--- config.mk ---
export PLATFORM = sky130hd
export DESIGN_NAME = rswap_autoconn
export DESIGN_NICKNAME = d
export VERILOG_FILES = /design/src/rtl/rswap_autoconn.sv
export SDC_FILE = /design/constraint.sdc
export NUM_CORES = 1
export LEC_CHECK = 0
export BUFFER_PORTS_ARGS = -buffer_cell sky130_fd_sc_hd__buf_4
export CORE_MARGIN = 2
export CORE_UTILIZATION = 38
export CTS_CLUSTER_SIZE = 40
export DETAILED_ROUTE_END_ITERATION = 8
export SYNTH_ARGS = -nofsm -noshare
export SYNTH_HDL_FRONTEND = slang
export SYNTH_SLANG_ARGS = --single-unit
--- constraint.sdc ---
create_clock -name clk -period 1.6 [get_ports clk]
set_clock_uncertainty 0.15 [all_clocks]
set_input_delay 0.08 -clock clk [delete_from_list [all_inputs] [get_ports clk]]
set_output_delay 0.08 -clock clk [all_outputs]
set_load 0.01 [all_outputs]
--- src/rtl/rswap_autoconn.sv ---
module rswap_autoconn #(
  parameter int SE0_SAMPLES = 4,
  parameter int TIMEOUT_US  = 2000
) (
  input  logic clk,
  input  logic rst_n,
  input  logic arm_i,
  input  logic suspend_i,
  input  logic dp_i,
  input  logic dm_i,
  input  logic tick_us_i,
  output logic dp_pullup_o,
  output logic swap_flag_o
);
  localparam int FW = $clog2(SE0_SAMPLES + 1);
  localparam int TW = $clog2(TIMEOUT_US + 1);

  typedef enum logic [1:0] {IDLE, ARMED_SUSP, PULLUP_ON, DONE} st_t;

  st_t           st_q, st_d;
  logic [FW-1:0] se0_q;
  logic [TW-1:0] tmo_q;
  logic          spent_q;
  logic          se0, accept, expire;

  assign se0    = !dp_i && !dm_i;
  assign accept = se0 && (se0_q == FW'(SE0_SAMPLES - 1));
  assign expire = tick_us_i && (tmo_q == TW'(TIMEOUT_US - 1));

  always_comb begin
    st_d = st_q;
    if (!arm_i) st_d = IDLE;
    else begin
      case (st_q)
        IDLE:       if (suspend_i && !spent_q) st_d = ARMED_SUSP;
        ARMED_SUSP: if (!suspend_i) st_d = IDLE;
                    else if (accept) st_d = PULLUP_ON;
        PULLUP_ON:  if (dp_i) st_d = DONE;
                    else if (expire) st_d = IDLE;
        default:    st_d = DONE;
      endcase
    end
  end

  always_ff @(posedge clk or negedge rst_n) begin
    if (!rst_n) begin
      st_q    <= IDLE;
      se0_q   <= '0;
      tmo_q   <= '0;
      spent_q <= 1'b0;
    end else begin
      st_q <= st_d;
      if (st_q == ARMED_SUSP && se0 && suspend_i) se0_q <= se0_q + 1'b1;
      else se0_q <= '0;
      if (st_q != PULLUP_ON) tmo_q <= '0;
      else if (tick_us_i) tmo_q <= tmo_q + 1'b1;
      if (!arm_i) spent_q <= 1'b0;
      else if (st_q == PULLUP_ON && !dp_i && expire) spent_q <= 1'b1;
    end
  end

  assign dp_pullup_o = (st_q == PULLUP_ON) || (st_q == DONE);
  assign swap_flag_o = (st_q == DONE);
endmodule


-- Word-level counts from Yosys, hierarchy flattened
Cells that the tools add are included.
- flip-flop bits (word level): 17
- bits of input ports: 7
- output and inout bits: 2
- word-level logic and storage cells: 43
- add/sub/neg operators: 2
- eq/ne operators: 10
- muxes and demuxes: 12
- reductions and logical operators: 15
- operators by type and width (cell ; count):
    two-way mux 11 bit ; 2
    two-way mux 2 bit ; 6
    adder 11 x 1 -> 11 bit (second input constant) ; 1
    == test 11 bit (second input constant) ; 1
    logical AND 1 bit ; 8
    != test 4 bit (second input constant) ; 2
    case mux 2 bit (3 select lines) ; 1
    == test 2 bit (second input constant) ; 2
    adder 3 x 1 -> 3 bit (second input constant) ; 1
    == test 3 x 2 -> 1 bit (second input constant) ; 1
    logical NOT 1 bit ; 3
    two-way mux 3 bit ; 1
    != test 3 bit (second input constant) ; 1
    AND reduction 3 bit ; 1
    == test 2 x 1 -> 1 bit (second input constant) ; 1
    logical NOT 2 bit ; 1
    two-way mux 1 bit ; 2
    != test 2 x 1 -> 1 bit (second input constant) ; 1
    != test 2 bit (second input constant) ; 1
    nonzero test 2 bit ; 1
    logical OR 1 bit ; 1

-- Longest topological paths before layout
- depth in word-level cells: 7
- gate-level depth with buffers: 4
- gate-level depth less buffers: 4

-- Worst setup path after synthesis
Ideal clock, no wire load.
- path type: register to register
- start point: reg tmo_q[0]
- end point: reg st_q[1]
- library setup time: 120 ps
- arrival time: 1346 ps
- required time: 1330 ps
- setup slack: -17 ps
- cell stages (with the launch flop): 5
- path buffers: 0
- period minus slack after synthesis: 1617 ps
- path through: dfrtp_1 > ha_1 > nand3b_1 > or4_1 > o211a_1
- word-level cells in the longest chain between the ends: 4
- RTL lines (item ; line ; RTL):
    start, declared ; 22 ; logic [TW-1:0] tmo_q;
    start signal, assigned ; 56 ; else if (tick_us_i) tmo_q <= tmo_q + 1'b1;
    == test 11 bit ; 28 ; assign expire = tick_us_i && (tmo_q == TW'(TIMEOUT_US - 1));
    logical AND 1 bit ; 28 ;
    != test 4 bit (no line) ; n/a ;
    AND reduction 3 bit (no line) ; n/a ;
    end signal, assigned ; 52 ; st_q <= st_d;
    end, declared ; 20 ; st_t st_q, st_d;
No other way between the ends.
A chain may end at the register's enable or synchronous reset.

-- Final worst setup path
- start point: in tick_us_i
- end point: reg st_q[1]
- word-level cells in the longest chain between the ends: 3
- RTL lines (item ; line ; RTL):
    start, declared ; 11 ; input logic tick_us_i,
    logical AND 1 bit ; 28 ;
    != test 4 bit (no line) ; n/a ;
    AND reduction 3 bit (no line) ; n/a ;
No other way between the ends.

==> results.yml <==
clocking:
  clkLatencyLatePin_ps: 280
  cts_buffers: 3
  path_clk_slew_ps: 90
  clockRootBuffer: "clkbuf_4"
  cts_buffer_depth: 2
  cts_tree: "done"
  cts_max_level: 1
  cts_sinks: 17
placed_design:
  dpl.hpwl_microns: 1190
  place_inst: 126
  gp_congestion: 0.779
  port_buffers: 8
sta:
  tns_ps: 0
  final_hold_viol_count: 0
  finalSetupViolations: 0
  slew-limit-headroom: 0.770
  fin_crit_sh: 0.973
  rsz0062_at_grt: "no"
  whs_ps: 23.4
  post-route-min-period_ps: 1560
  drv_slew: 0
  worst_pin_slew_ps: 342
  fmax_mhz: 642
yosys:
  synthSimpleGateAreaFrac: 0.257
  synth_top_family_by_area: "simple AND/OR/NAND/NOR gates"
  synthesis.area_sq_um: 886
  yosys_register_bits: 17
  yosys_warnings: 0
  yosys_most_used_dff: "dfrtp_1"
  synth_most_common_cell: "dfrtp_1"
  synth_fa_ha_area_frac: 0.0424
  synthXorXnorAreaFrac: 0.0395
  synthArstFlopShare: 1.00
  synth.area.mux_share: 0.0226
  synth_commonest_cells: "17 x dfrtp_1, 9 x nor2_1, 7 x nand2_1"
  avgSynthCellArea_sq_um: 10.1
  ys_types: 33
  synth_top_area_cell: "dfrtp_1"
  yosysSeqAreaShare: 0.480
  syn-num-nets: 98
  synth_compound_gate_area_share: 0.124
  syn_inst: 88
  netlist.area_leader.share: 0.480
  synth_edf_count: 0
  synth_area_leaders: "dfrtp_1 48%, ha_1 4.2%, nor2_1 3.8%"
critical_path:
  worstPathArrival_ps: 1580
  cp_max_fo: 10
  end_kind: "register"
  cp_data_required_time_ps: 1630
  start_kind: "input pin"
  r2r-start: "tmo_q[0]$_DFFE_PN0P_"
  startpoint: "tick_us_i"
  crit_type: "input pin to register"
global_routing:
  antenna_found_initial: 0
  grt_use_total: 0.136
  grt_pass1_wl_microns: 2720
  globalRouteMet3Util: 0.0257
  grtUsageMet1: 0.160
  grt_max_degree: 18
  grtUsageMet2: 0.229
  grt_overflow: 0
  grt_pass1_vias: 671
  grt_busiest_layer: "met2"
floorplanning:
  die_h_microns: 52.3
  initial_core_util: 0.400
  rows: 17
  coreArea_sq_um: 2210
  die_w_microns: 52.3
  dieArea_sq_um: 2730
  io_pins: 9
detailed_routing:
  wl_microns: 1670
  drc: 0
  routedWlPerCell_microns: 12.2
  via_count: 728
  first_pass_iters: 4
  drtIter0Drc: 8
  antenna_left: 0
  avgViaCountPerCell: 5.31
finish:
  fill_cells: 224
  nNetsFinal: 120
  instances_no_fill: 137
  ff_latch_area_sq_um: 428
  area_growth_pct: 25.0
  drive_gt1_frac: 0.220
  multi_input_area_sq_um: 437
  n_antenna_cell: 0
worst_hold_path:
  hold_path.class: "input pin to register"
  hp-start: "suspend_i"
power:
  p_per_area_nw_per_um2: 637
  irDropWorstVdd_v: 0.000456
  power_leakage_nw: 0.477
run_status:
  outcome: "finished, final reports clean"
job:
  cap_viol_max_count: 0
## final cells by class
class,count,share of cell area
inverters,4,0.0136
well taps,28,0.0316
multi-input cells,64,0.394
repair buffers,20,0.150
flip-flops and latches,17,0.386
clock buffers,4,0.0237
## cells by family (layout without fill, tap and decap cells)
logic type | count (synthesis) | count (layout)
compound gates | 16 | 16
xor+xnor | 4 | 4
fa+ha+maj | 3 | 3
buf+inv | 7 | 28
flops | 17 | 17
mux | 2 | 2
simple gates | 39 | 39
## per-stage QoR
stage	util	area (sq um)	setup WS, ps	power, mW
after floorplan	-	888	56.4	0.457
after global placement	0.455	1010	75.5	0.480
after detailed placement	0.455	1010	44.9	0.481
after CTS	0.489	1080	29.2	0.712
after global routing	0.501	1110	2.65	0.745
final	0.501	1110	43.5	0.705
## routing by layer
metal	wire length, microns	vias up
li1	-	365
met1	791	351
met2	816	10
met3	50	2
met4	14	0
met5	0	-
## worst paths after layout
check | slack, ps | endpoint | depth (start not counted)
min in group asynchronous | 40 | tmo_q[4]$_DFFE_PN0P_ | 2
max | 40 | st_q[1]$_DFFE_PN0P_ | 5
min | 20 | st_q[0]$_DFFE_PN0P_ | 4
max in group asynchronous | 1060 | tmo_q[2]$_DFFE_PN0P_ | 2
min reg2reg | 300 | se0_q[0]$_DFF_PN0_ | 1
max reg2reg | 70 | tmo_q[6]$_DFFE_PN0P_ | 4
## timing repair
action,in CTS,in global routing
endpoints found under the setup margin,0,3
buffers inserted,0,2
gates resized for setup,0,4
hold buffers,5,0
hold endpoints to repair,25,0
## worst max-delay path: stages
cell	delay, ps
dlygate4sd3_1	540
buf_6	140
nand2_1	70
or4_4	530
o211a_1	210
## flip-flops by register name (all words and copies together), names as in the netlist
register,count
se0_q,3
spent_q,1
st_q,2
tmo_q,11
## cell usage in the layout (no fill, tap or decap), types with 2 or more instances in the layout
cell type      synthesis  layout
dfrtp_1               17      15
buf_4                  1      14
nor2_1                 9       9
nand2_1                7       7
dlygate4sd3_1          0       5
inv_1                  4       4
a21oi_1                4       4
nand3_1                4       4
or4_1                  4       3
nand4_1                3       3
nand2b_1               3       3
o21ai_0                3       3
xor2_1                 3       3
clkbuf_4               0       3
o31ai_1                2       2
mux2i_1                2       2
ha_1                   3       2
dfrtp_2                0       2
## where the power goes
group,switching [mW],internal [mW]
registers,0.00330,0.431
clock network,0.127,0.0966
logic,0.0219,0.0250
Note: power is estimated with default switching activity, not from simulation.
